==> src/rtl/blkavg_pkg.sv <==
package blkavg_pkg;

  typedef enum logic [1:0] {
    ST_IDLE,
    ST_LOAD,
    ST_RUN,
    ST_EMIT
  } blk_state_e;

  typedef enum logic [1:0] {
    PH_START,
    PH_WAIT,
    PH_SHOW
  } emit_ph_e;

endpackage

==> src/rtl/scale_edges.sv <==
// Table of cell outer edges, integer part of (n+1)*scale, loaded once per frame.
module scale_edges #(
  parameter int SCALE_W = 16,
  parameter int FRAC_W  = 8,
  parameter int N       = 16,
  parameter int IDX_W   = $clog2(N + 1),
  parameter int POS_W   = SCALE_W - FRAC_W + IDX_W
) (
  input  logic                      clk,
  input  logic                      rst_n,
  input  logic                      load,
  input  logic [SCALE_W-1:0]        scale,
  output logic [N-1:0][POS_W-1:0]   edges
);
  localparam int PROD_W = SCALE_W + IDX_W;

  for (genvar g = 0; g < N; g++) begin : g_edge
    logic [PROD_W-1:0] prod;
    assign prod = PROD_W'(scale) * PROD_W'(g + 1);

    always_ff @(posedge clk or negedge rst_n) begin
      if (!rst_n) begin
        edges[g] <= '0;
      end else if (load) begin
        edges[g] <= prod[FRAC_W +: POS_W];
      end
    end
  end

endmodule

==> src/rtl/cell_acc_bank.sv <==
// One running sum per output column.
module cell_acc_bank #(
  parameter int N     = 16,
  parameter int PIX_W = 8,
  parameter int ACC_W = 24,
  parameter int SEL_W = (N > 1) ? $clog2(N) : 1
) (
  input  logic             clk,
  input  logic             rst_n,
  input  logic             clr_all,
  input  logic             add_en,
  input  logic [SEL_W-1:0] add_idx,
  input  logic [PIX_W-1:0] add_pix,
  input  logic             clr_en,
  input  logic [SEL_W-1:0] clr_idx,
  input  logic [SEL_W-1:0] rd_idx,
  output logic [ACC_W-1:0] rd_sum
);
  logic [ACC_W-1:0] acc [N];

  assign rd_sum = acc[rd_idx];

  for (genvar g = 0; g < N; g++) begin : g_cell
    logic [ACC_W:0] wide_sum;
    assign wide_sum = {1'b0, acc[g]} + (ACC_W + 1)'(add_pix);

    always_ff @(posedge clk or negedge rst_n) begin
      if (!rst_n) begin
        acc[g] <= '0;
      end else if (clr_all || (clr_en && clr_idx == SEL_W'(g))) begin
        acc[g] <= '0;
      end else if (add_en && add_idx == SEL_W'(g)) begin
        acc[g] <= wide_sum[ACC_W-1:0];
      end
    end

    AST_ACC_NO_WRAP: assert property (@(posedge clk) disable iff (!rst_n)
      (add_en && add_idx == SEL_W'(g) && !clr_all) |-> !wide_sum[ACC_W]);
  end

endmodule

==> src/rtl/rnd_div.sv <==
// Restoring divider, one quotient bit per cycle.
module rnd_div #(
  parameter int NUM_W = 25,
  parameter int DEN_W = 26
) (
  input  logic             clk,
  input  logic             rst_n,
  input  logic             start,
  input  logic [NUM_W-1:0] num,
  input  logic [DEN_W-1:0] den,
  output logic             done,
  output logic [NUM_W-1:0] quot
);
  localparam int CNT_W = $clog2(NUM_W + 1);

  logic [DEN_W-1:0] den_q, rem_q;
  logic [NUM_W-1:0] q_q;
  logic [CNT_W-1:0] cnt_q;
  logic             busy_q, done_q;
  logic [DEN_W:0]   shifted;
  logic [DEN_W+1:0] diff;

  assign shifted = {rem_q, q_q[NUM_W-1]};
  assign diff    = {1'b0, shifted} - {2'b00, den_q};
  assign done    = done_q;
  assign quot    = q_q;

  always_ff @(posedge clk or negedge rst_n) begin
    if (!rst_n) begin
      den_q  <= '0;
      rem_q  <= '0;
      q_q    <= '0;
      cnt_q  <= '0;
      busy_q <= 1'b0;
      done_q <= 1'b0;
    end else if (start) begin
      den_q  <= den;
      rem_q  <= '0;
      q_q    <= num;
      cnt_q  <= CNT_W'(NUM_W);
      busy_q <= 1'b1;
      done_q <= 1'b0;
    end else if (busy_q) begin
      if (!diff[DEN_W+1]) begin
        rem_q <= diff[DEN_W-1:0];
        q_q   <= {q_q[NUM_W-2:0], 1'b1};
      end else begin
        rem_q <= shifted[DEN_W-1:0];
        q_q   <= {q_q[NUM_W-2:0], 1'b0};
      end
      cnt_q <= cnt_q - 1'b1;
      if (cnt_q == CNT_W'(1)) begin
        busy_q <= 1'b0;
        done_q <= 1'b1;
      end
    end else begin
      done_q <= 1'b0;
    end
  end

  AST_REM_BELOW_DEN: assert property (@(posedge clk) disable iff (!rst_n)
    (busy_q && den_q != '0) |-> (rem_q < den_q));

endmodule

==> src/rtl/blkavg_downscaler.sv <==
module blkavg_downscaler
  import blkavg_pkg::*;
#(
  parameter int PIX_W    = 8,
  parameter int OUT_COLS = 16,
  parameter int OUT_ROWS = 16,
  parameter int SCALE_W  = 16,
  parameter int FRAC_W   = 8,
  parameter int ACC_W    = 24
) (
  input  logic               clk,
  input  logic               rst_n,
  input  logic [SCALE_W-1:0] scale_h,
  input  logic [SCALE_W-1:0] scale_v,
  input  logic               coarse_en,
  input  logic               in_valid,
  output logic               in_ready,
  input  logic [PIX_W-1:0]   in_data,
  input  logic               in_sof,
  input  logic               in_eol,
  output logic               out_valid,
  input  logic               out_ready,
  output logic [PIX_W-1:0]   out_data,
  output logic               out_eol,
  output logic               out_eof
);
  localparam int CI_W   = $clog2(OUT_COLS + 1);
  localparam int RI_W   = $clog2(OUT_ROWS + 1);
  localparam int CSEL_W = (OUT_COLS > 1) ? $clog2(OUT_COLS) : 1;
  localparam int RSEL_W = (OUT_ROWS > 1) ? $clog2(OUT_ROWS) : 1;
  localparam int CPOS_W = SCALE_W - FRAC_W + CI_W;
  localparam int RPOS_W = SCALE_W - FRAC_W + RI_W;
  localparam int DEN_W  = CPOS_W + RPOS_W;
  localparam int NUM_W  = ACC_W + 1;

  blk_state_e state;
  emit_ph_e   ph;

  logic [CPOS_W-1:0] colpos, cpos;
  logic [RPOS_W-1:0] rowpos, rcnt;
  logic [CI_W-1:0]   jx, k;
  logic [RI_W-1:0]   iy;
  logic              fresh, coarse_q;
  logic [PIX_W-1:0]  pix_q;

  logic [OUT_COLS-1:0][CPOS_W-1:0] col_edges;
  logic [OUT_ROWS-1:0][RPOS_W-1:0] row_edges;

  logic              sof_hit, accept, jx_ok, row_use, row_last;
  logic [CSEL_W-1:0] csel, ksel;
  logic [RSEL_W-1:0] rsel;
  logic [CPOS_W-1:0] col_edge_cur, k_hi, k_lo, k_width;
  logic [RPOS_W-1:0] row_edge_cur;
  logic [DEN_W-1:0]  den;
  logic [NUM_W-1:0]  num;
  logic [ACC_W-1:0]  acc_rd;
  logic              div_done;
  logic [NUM_W-1:0]  div_quot;
  logic              k_last;

  // ---------------- edge tables, loaded once per frame ----------------
  scale_edges #(
    .SCALE_W(SCALE_W), .FRAC_W(FRAC_W), .N(OUT_COLS), .IDX_W(CI_W), .POS_W(CPOS_W)
  ) u_col_edges (
    .clk(clk), .rst_n(rst_n), .load(state == ST_LOAD), .scale(scale_h), .edges(col_edges)
  );

  scale_edges #(
    .SCALE_W(SCALE_W), .FRAC_W(FRAC_W), .N(OUT_ROWS), .IDX_W(RI_W), .POS_W(RPOS_W)
  ) u_row_edges (
    .clk(clk), .rst_n(rst_n), .load(state == ST_LOAD), .scale(scale_v), .edges(row_edges)
  );

  // ---------------- input side decode ----------------
  assign sof_hit = in_valid && in_sof;

  always_comb begin
    case (state)
      ST_IDLE: in_ready = !sof_hit;
      ST_RUN:  in_ready = !(sof_hit && !fresh);
      default: in_ready = 1'b0;
    endcase
  end

  assign accept       = in_valid && in_ready && (state == ST_RUN);
  assign jx_ok        = (jx < CI_W'(OUT_COLS));
  assign csel         = jx_ok ? jx[CSEL_W-1:0] : '0;
  assign col_edge_cur = col_edges[csel];
  assign cpos         = colpos + 1'b1;
  assign rsel         = iy[RSEL_W-1:0];
  assign row_edge_cur = row_edges[rsel];
  assign row_use      = !coarse_q || !rowpos[0];
  assign row_last     = ((rowpos + 1'b1) == row_edge_cur);

  // ---------------- emission side decode ----------------
  assign ksel    = k[CSEL_W-1:0];
  assign k_hi    = col_edges[ksel];
  assign k_lo    = (k == '0) ? '0 : col_edges[ksel - 1'b1];
  assign k_width = k_hi - k_lo;
  assign den     = DEN_W'(k_width) * DEN_W'(rcnt);
  assign num     = NUM_W'(acc_rd) + NUM_W'(den >> 1);
  assign k_last  = (k == CI_W'(OUT_COLS - 1));

  cell_acc_bank #(
    .N(OUT_COLS), .PIX_W(PIX_W), .ACC_W(ACC_W), .SEL_W(CSEL_W)
  ) u_acc (
    .clk(clk), .rst_n(rst_n),
    .clr_all(state == ST_LOAD),
    .add_en(accept && jx_ok && row_use),
    .add_idx(csel),
    .add_pix(in_data),
    .clr_en(out_valid && out_ready),
    .clr_idx(ksel),
    .rd_idx(ksel),
    .rd_sum(acc_rd)
  );

  rnd_div #(.NUM_W(NUM_W), .DEN_W(DEN_W)) u_div (
    .clk(clk), .rst_n(rst_n),
    .start(state == ST_EMIT && ph == PH_START),
    .num(num), .den(den),
    .done(div_done), .quot(div_quot)
  );

  // ---------------- control ----------------
  always_ff @(posedge clk or negedge rst_n) begin
    if (!rst_n) begin
      state    <= ST_IDLE;
      ph       <= PH_START;
      colpos   <= '0;
      rowpos   <= '0;
      rcnt     <= '0;
      jx       <= '0;
      iy       <= '0;
      k        <= '0;
      fresh    <= 1'b0;
      coarse_q <= 1'b0;
      pix_q    <= '0;
    end else begin
      case (state)
        ST_IDLE: begin
          if (sof_hit) state <= ST_LOAD;
        end
        ST_LOAD: begin
          coarse_q <= coarse_en;
          colpos   <= '0;
          rowpos   <= '0;
          rcnt     <= '0;
          jx       <= '0;
          iy       <= '0;
          k        <= '0;
          fresh    <= 1'b1;
          state    <= ST_RUN;
        end
        ST_RUN: begin
          if (sof_hit && !fresh) begin
            state <= ST_LOAD;
          end else if (accept) begin
            fresh  <= 1'b0;
            colpos <= cpos;
            if (jx_ok && cpos == col_edge_cur) jx <= jx + 1'b1;
            if (in_eol) begin
              colpos <= '0;
              jx     <= '0;
              rowpos <= rowpos + 1'b1;
              if (row_use) rcnt <= rcnt + 1'b1;
              if (row_last) begin
                state <= ST_EMIT;
                ph    <= PH_START;
                k     <= '0;
              end
            end
          end
        end
        ST_EMIT: begin
          case (ph)
            PH_START: ph <= PH_WAIT;
            PH_WAIT: begin
              if (div_done) begin
                pix_q <= (den == '0) ? '0 : div_quot[PIX_W-1:0];
                ph    <= PH_SHOW;
              end
            end
            default: begin
              if (out_ready) begin
                ph <= PH_START;
                if (k_last) begin
                  k    <= '0;
                  rcnt <= '0;
                  iy   <= iy + 1'b1;
                  state <= (iy == RI_W'(OUT_ROWS - 1)) ? ST_IDLE : ST_RUN;
                end else begin
                  k <= k + 1'b1;
                end
              end
            end
          endcase
        end
        default: state <= ST_IDLE;
      endcase
    end
  end

  assign out_valid = (state == ST_EMIT) && (ph == PH_SHOW);
  assign out_data  = pix_q;
  assign out_eol   = out_valid && k_last;
  assign out_eof   = out_eol && (iy == RI_W'(OUT_ROWS - 1));

  // ---------------- assertions ----------------
  AST_SCALE_MIN: assert property (@(posedge clk) disable iff (!rst_n)
    (state == ST_LOAD) |-> (scale_h >= SCALE_W'(1 << FRAC_W) && scale_v >= SCALE_W'(1 << FRAC_W)));

  AST_OUT_HOLD: assert property (@(posedge clk) disable iff (!rst_n)
    (out_valid && !out_ready) |=> (out_valid && $stable(out_data) && $stable(out_eol) && $stable(out_eof)));

  AST_IN_BLOCKED: assert property (@(posedge clk) disable iff (!rst_n)
    out_valid |-> !in_ready);

  AST_MEAN_FITS: assert property (@(posedge clk) disable iff (!rst_n)
    (div_done && den != '0) |-> ((div_quot >> PIX_W) == '0));

  AST_EOF_GAP: assert property (@(posedge clk) disable iff (!rst_n)
    (out_valid && out_ready && out_eof) |=> !out_valid);

endmodule

==> config.mk <==
export PLATFORM = sky130hd
export DESIGN_NAME = blkavg_downscaler
export DESIGN_NICKNAME = d
export VERILOG_FILES = /design/src/rtl/blkavg_pkg.sv /design/src/rtl/scale_edges.sv /design/src/rtl/cell_acc_bank.sv /design/src/rtl/rnd_div.sv /design/src/rtl/blkavg_downscaler.sv
export SDC_FILE = /design/constraint.sdc
export NUM_CORES = 2
export LEC_CHECK = 0
export BUFFER_PORTS_ARGS = -buffer_cell sky130_fd_sc_hd__buf_2
export CORE_MARGIN = 3
export CORE_UTILIZATION = 45
export CTS_CLUSTER_DIAMETER = 100
export DETAILED_ROUTE_END_ITERATION = 16
export PLACE_DENSITY = 0.65
export SYNTH_ARGS = -nofsm -noshare
export SYNTH_HDL_FRONTEND = slang
export SYNTH_HIERARCHICAL = 1
export SYNTH_SLANG_ARGS = --single-unit
==> constraint.sdc <==
create_clock -name clk -period 15.2 [get_ports clk]
set_input_delay 0 -clock clk [delete_from_list [all_inputs] [get_ports clk]]
set_output_delay 0 -clock clk [all_outputs]
set_load 0.05 [all_outputs]
* Yosys cells after proc, flatten, opt, wreduce, memory -nomap -nowiden
Cells that the tools add are included.
** Storage, ports and cells
- Flip-flop bits (word level) :: 890
- Logic and storage cells :: 396
- Output and inout port bits :: 12
** Cells by class
- Reduce and logical (&&, ||, !) cells :: 103
- Multiply operators :: 23
- Bitwise gates (word level) :: 1
- Add/sub/neg operators :: 27
- Multiplexer cells :: 115
- Eq/ne operators :: 56
- Magnitude comparators :: 6
** Operators by type and width (number)
- $mux W24 :: 34
- $add A24 B8 Y24 :: 16
- $mux W13 :: 18
- $bmux W13 S4 :: 4
- $mul A16 B4 Y20 const B :: 8
- $mul A16 B3 Y19 const B :: 8
- $mul A16 B2 Y18 const B :: 6
- $bmux W24 S4 :: 1
- $mux W5 :: 16
- $mux W26 :: 3
- $eq A4 B4 Y1 const B :: 16
- $pmux W13 S2 :: 2
- $mux W25 :: 2
- $logic_and A1 B1 Y1 :: 44
- $reduce_bool A2 Y1 :: 20
- $add A13 B1 Y13 const B :: 3
- $pmux W13 S3 :: 1
- $eq A4 B3 Y1 const B :: 8
- $mux W2 :: 15
- $sub A27 B26 Y28 :: 1
- $eq A13 B13 Y1 :: 2
- $logic_not A26 Y1 :: 1
- $mul A13 B13 Y26 :: 1
- $add A24 B25 Y25 :: 1
- other kinds (36) :: 100

* Logic depth before layout (Yosys ltp)
- Word-level depth :: 11
- Depth in mapped cells :: 53
- Depth with buffers taken out :: 47

* Hierarchy
Netlist, hierarchy kept.
** Modules (own cells, without submodules)
- cell_acc_bank :: instances 1, seq. area each 9609.2 µm², cells an instance 2801, area an instance 26565.5 µm²
- blkavg_downscaler :: instances 1, seq. area each 1701.6 µm², cells an instance 1911, area an instance 18099.9 µm²
- scale_edges at u_col_edges :: instances 1, seq. area each 2402.3 µm², cells an instance 1080, area an instance 10400.0 µm²
- scale_edges at u_row_edges :: instances 1, seq. area each 2402.3 µm², cells an instance 1011, area an instance 10131.0 µm²
- rnd_div :: instances 1, seq. area each 2102.0 µm², cells an instance 570, area an instance 5158.7 µm²

* Worst setup path after synthesis
OpenSTA, ideal clock, no wires.
- Kind :: register to register
- From :: reg k[0]
- To :: reg u_div.q_q[23], in the netlist u_div/quot[23]
- Data arrival time :: 12.095 ns
- Stages on the path, launching flop included :: 52
- Setup slack :: 2.968 ns
- Cell sequence :: dfrtp_1 -> buf_1 -> clkbuf_1 -> buf_1 -> clkbuf_1 -> inv_1 -> ha_1 -> clkbuf_1 -> buf_1 -> clkbuf_1 -> mux4_2 -> mux2i_1 -> nand2_1 -> o211ai_1 -> ha_1 -> nor2b_1 -> o21ai_0 -> a21boi_0 -> [16 not listed] -> inv_1 -> ha_1 -> a211oi_1 -> o21ai_1 -> a21oi_1 -> o21bai_1 -> a21oi_1 -> xnor2_1 -> ha_1 -> o21a_1 -> o21a_1 -> o22ai_1 -> a21oi_1 -> a41o_1 -> a21o_1 -> xor2_1 -> nand2_1 -> o21ai_0
** Between the ends
- Longest elaborated chain between the ends :: 8
- Elaborated cells between the ends (all ways) :: 15
- Those cells by class :: add/sub: 3; mul: 1; mux: 9; bitwise: 1; reduce/logical: 1
** Ends and longest elaborated chain
- start, declared :: line blkavg_downscaler.sv:41 : logic [CI_W-1:0] jx, k;
- start signal, assigned :: line blkavg_downscaler.sv:193 : k <= k + 1'b1;
- $sub A4 B1 Y4 :: line blkavg_downscaler.sv:98 : assign k_lo = (k == '0) ? '0 : col_edges[ksel - 1'b1];
- $bmux W13 S4 :: line blkavg_downscaler.sv:98
- $mux W13 (not written as such) :: line blkavg_downscaler.sv:98
- $mux W13 :: line blkavg_downscaler.sv:98
- $sub A13 B13 Y13 * :: line blkavg_downscaler.sv:99 : assign k_width = k_hi - k_lo;
- $mul A13 B13 Y26 * :: line blkavg_downscaler.sv:100 : assign den = DEN_W'(k_width) * DEN_W'(rcnt);
- net den[17] :: line blkavg_downscaler.sv:54 : logic [DEN_W-1:0] den;
- $add A24 B25 Y25 * :: line blkavg_downscaler.sv:101 : assign num = NUM_W'(acc_rd) + NUM_W'(den >> 1);
- net num[23] :: line blkavg_downscaler.sv:55 : logic [NUM_W-1:0] num;
- $mux W25 * :: line rnd_div.sv:36 : end else if (start) begin
- end signal, assigned :: line rnd_div.sv:39 : q_q <= num;
- end signal, assigned :: line rnd_div.sv:46 : q_q <= {q_q[NUM_W-2:0], 1'b1};
- end signal, assigned :: line rnd_div.sv:49 : q_q <= {q_q[NUM_W-2:0], 1'b0};
- end, declared :: line rnd_div.sv:17 : logic [NUM_W-1:0] q_q;
The timed path passes the listed nets; every way through them passes the cells marked *. The select of a mux whose other input is x is not followed.
A chain may end at the register's enable or synchronous reset.

* Final worst setup path
Ends and elaborated chain as after synthesis.

==> summary.txt <==
STA
  – RSZ-0062 raised after global routing: false
  – Fin crit period: 12,410 ps
  – Fin Clk Skew: 39.9 ps
  – Slew HR: 10.1%
  – Max Slew Vio Count: 0
  – Worst slew pin tran: 1340 ps
  – Tcrit/Tclk final: 81.7%
  – Final Hold Vio Count: 0
  – Endpoints failing setup: 0
  – Final setup TNS: 0 ps
  – Max Clock Freq: 80.6 MHz

Synthesis
  – Average size of a mapped cell: 9.54 um^2
  – YS warnings: 6
  – Synthesized flop and latch total: 728
  – Largest area contributor in the netlist: dfrtp_1
  – Syn Std Cell Area: 0.0704 mm^2
  – Top_reg_cell synth: dfrtp_1
  – Share of the synthesized area in the top cell type: 25.9%
  – Synth area leaders: dfrtp_1, ha_1, mux4_2
  – Async set-reset flop share out of synthesis: 100%
  – Count of unique library cells instantiated by Yosys: 133
  – Post-synth EDFFs: 0
  – Post-Syn Instances: 7,373
  – Seq/Total Area, Yosys: 25.9%

GRT
  – Initial antenna violation count: 4
  – Gr ovfl total: 0
  – First-pass GRT wire length: 314 mm
  – Largest net degree at the start of global routing: 151
  – Vias in the first global route: 55.1k
  – Gr usage total: 24.3%

Clock tree
  – CTS tree: done
  – Worst-path clk slew: 60 ps
  – Clock tree root buffer cell: clkbuf_16
  – Worst-Skew Late Latency: 710 ps
  – Hold-fix buffers, CTS: 33
  – Total CTS buffers: 90
  – Clock Sinks: 728
  – Cts repair resizes: 0
  – CTS HTree Levels: 3
  – Clock Path Buffers: 3
  – Post-CTS setup buffer count: 0

Place
  – Gpl congestion: 0.956
  – Placed Area: 0.0711 mm^2
  – I/O Buffers: 58
  – HPWL after DPL: 146 mm

Power and ir drop
  – Leakage power: 33.4 nW
  – PD cells: 110 mW/mm^2
  – Max VDD drop: 0.000316 V

Drt
  – DR iter-0 viols: 5,069
  – Residual DRC: 0
  – Routed vias: 56.2k
  – Post-route ant nets: 0
  – Drt total wl: 199 mm
  – Post-DR vias/cell: 6.06
  – WL/cell: 21.4 um
  – Drt pass-1 iters: 6

Die
  – Initial Util: 45.5%
  – Die Wd: 401 um
  – Core outline area: 0.155 mm^2
  – Die Y: 401 um
  – Die area: 0.161 mm^2
  – I/O Pins: 59
  – Row count: 144

Worst setup path
  – Critical Path Start Type: flop
  – Max incr delay on CP: 1120 ps
  – Crit Path Class: reg2reg
  – Crit-path max FO: 64
  – CP endpoint kind: flop
  – Crit path DAT: 12,960 ps
  – Critical Path RT: 15,750 ps
  – Crit-path slowest cell: dfrtp_4

Finish
  – Filler cells: 14.4k
  – Fin nets: 8,017
  – Design area: 0.0745 mm^2
  – Layout overhead on the synthesized area: 5.84%
  – Layout cells sized above 1: 12.2%

Run
  – Total of max-cap violations: 0

Min path
  – Worst Hold Class: in2reg

Status
  – Status: finished clean
==> synthesized netlist by cell type, types with 53 or more instances <==
cell type,number
o31ai_1,81
nand2b_1,77
a31oi_1,61
nor3_1,114
a21oi_1,452
xor2_1,162
a211oi_1,77
mux2i_1,121
o211ai_1,63
dfrtp_1,728
mux4_2,303
and2_1,87
nor2_1,455
nor2b_1,67
nand4_1,100
xnor2_1,302
or3_1,67
ha_1,552
mux2_2,150
o21ai_0,243
nand2_1,697
inv_1,570
buf_1,53
or4_1,54
fa_1,270
a21o_1,134
clkbuf_1,207
buf_4,236
and3_1,69
nand3_1,173
==> layout by cell type, fill, tap and decap left out, types with 150 or more instances in the layout <==
cell type,count
xnor2_1,299
nand3_1,173
mux2_2,150
a21oi_1,452
fa_1,270
nor2_1,455
dfrtp_1,719
mux4_2,303
inv_1,570
ha_1,550
o21ai_0,243
nand2_1,697
xor2_1,161
==> flip-flops by register name, indices dropped and copies added, names as in the netlist, 5 cells and up <==
| register | count |
|---|---|
| colpos | 13 |
| iy | 5 |
| jx | 5 |
| k | 5 |
| out_data | 8 |
| rcnt | 13 |
| rowpos | 13 |
| u_acc/acc | 384 |
| u_col_edges/edges | 96 |
| u_div/cnt_q | 5 |
| u_div/den_q | 26 |
| u_div/quot | 25 |
| u_div/rem_q | 26 |
| u_row_edges/edges | 96 |
==> worst max-delay path, delay by kind of cell, from the launching register on <==
kind                       cells  cell delay, ps
adders and majority gates      9            3630
buffers and inverters          6            1050
AOI/OAI and AO/OA             19            3630
xor gates and xnor gates       3            1470
DFF                            1            1120
muxes                          2             690
and+or+nand+nor                4             600
==> kinds of logic after synthesis <==
kind of cell / count (synthesis) / synth area share (%)
flops: 728 / 25.9
mux: 577 / 13.9
fa+ha+maj: 822 / 17.5
buf+inv: 1113 / 7.32
other cells: 2 / 0.0107
compound gates: 1529 / 14.6
xor+xnor: 465 / 5.81
simple gates: 2137 / 15.0
==> power breakdown <==
group / internal (mW) / switching (mW) / leakage (nW)
Sequential: 2.01 / 0.151 / 9.76
Clock: 1.30 / 0.920 / 1.48
Combinational: 1.50 / 2.31 / 22.2
Total: 4.82 / 3.38 / 33.4
==> area by class of cell <==
cell class	instances	area, um^2	area share (%)
Timing Repair Buffer	160	1200	1.62
Sequential cell	728	18200	24.5
Tap cell	2044	2560	3.43
Multi-Input combinational cell	5592	47300	63.5
Clock buffer	127	2570	3.45
Antenna cell	2	5.00	0.00672
Clock inverter	38	449	0.603
Inverter	576	2160	2.90
==> metrics by stage <==
stage | worst slack (ps) | total power, mW | hold slack (ps) | instances | util, %
after floorplan | 2970 | 4.95 | -296 | 7433 | -
after global placement | 3150 | 5.89 | 87.6 | 9067 | 45.9
after detailed placement | 2980 | 5.95 | 96.6 | 9067 | 45.9
after CTS | 2940 | 8.21 | 14.4 | 9265 | 48.1
after global routing | 1860 | 8.68 | 72.5 | 9265 | 48.1
final | 2790 | 8.20 | 72.6 | 9267 | 48.1
==> routing by layer <==
layer	up-vias	track usage (%)	part of all wire, %
met5	-	0	0.0045
met4	2	8.24	3.2
met3	319	4.82	8.4
met2	2026	38.1	45
met1	28100	33.8	43
li1	25800	-	-
==> final timing paths <==
| path | start | endpoint | slack (ps) | cells past startpoint |
|---|---|---|---|---|
| setup / recovery | k[0]$_DFFE_PN0P_ | u_div/quot[23]$_DFFE_PN0P_ | 2790 | 43 |
| hold / removal | in_data[0] | u_acc/acc[312]$_DFFE_PN0P_ | 70 | 4 |
| setup reg to reg | k[0]$_DFFE_PN0P_ | u_div/quot[23]$_DFFE_PN0P_ | 2790 | 43 |
| hold reg to reg | iy[4]$_DFFE_PN0P_ | iy[4]$_DFFE_PN0P_ | 480 | 2 |
| max in group asynchronous | rst_n | u_div/quot[6]$_DFFE_PN0P_ | 11310 | 7 |
| min in group asynchronous | rst_n | rcnt[10]$_DFFE_PN0P_ | 370 | 3 |
No activity file was read; power rests on OpenSTA's default activity.
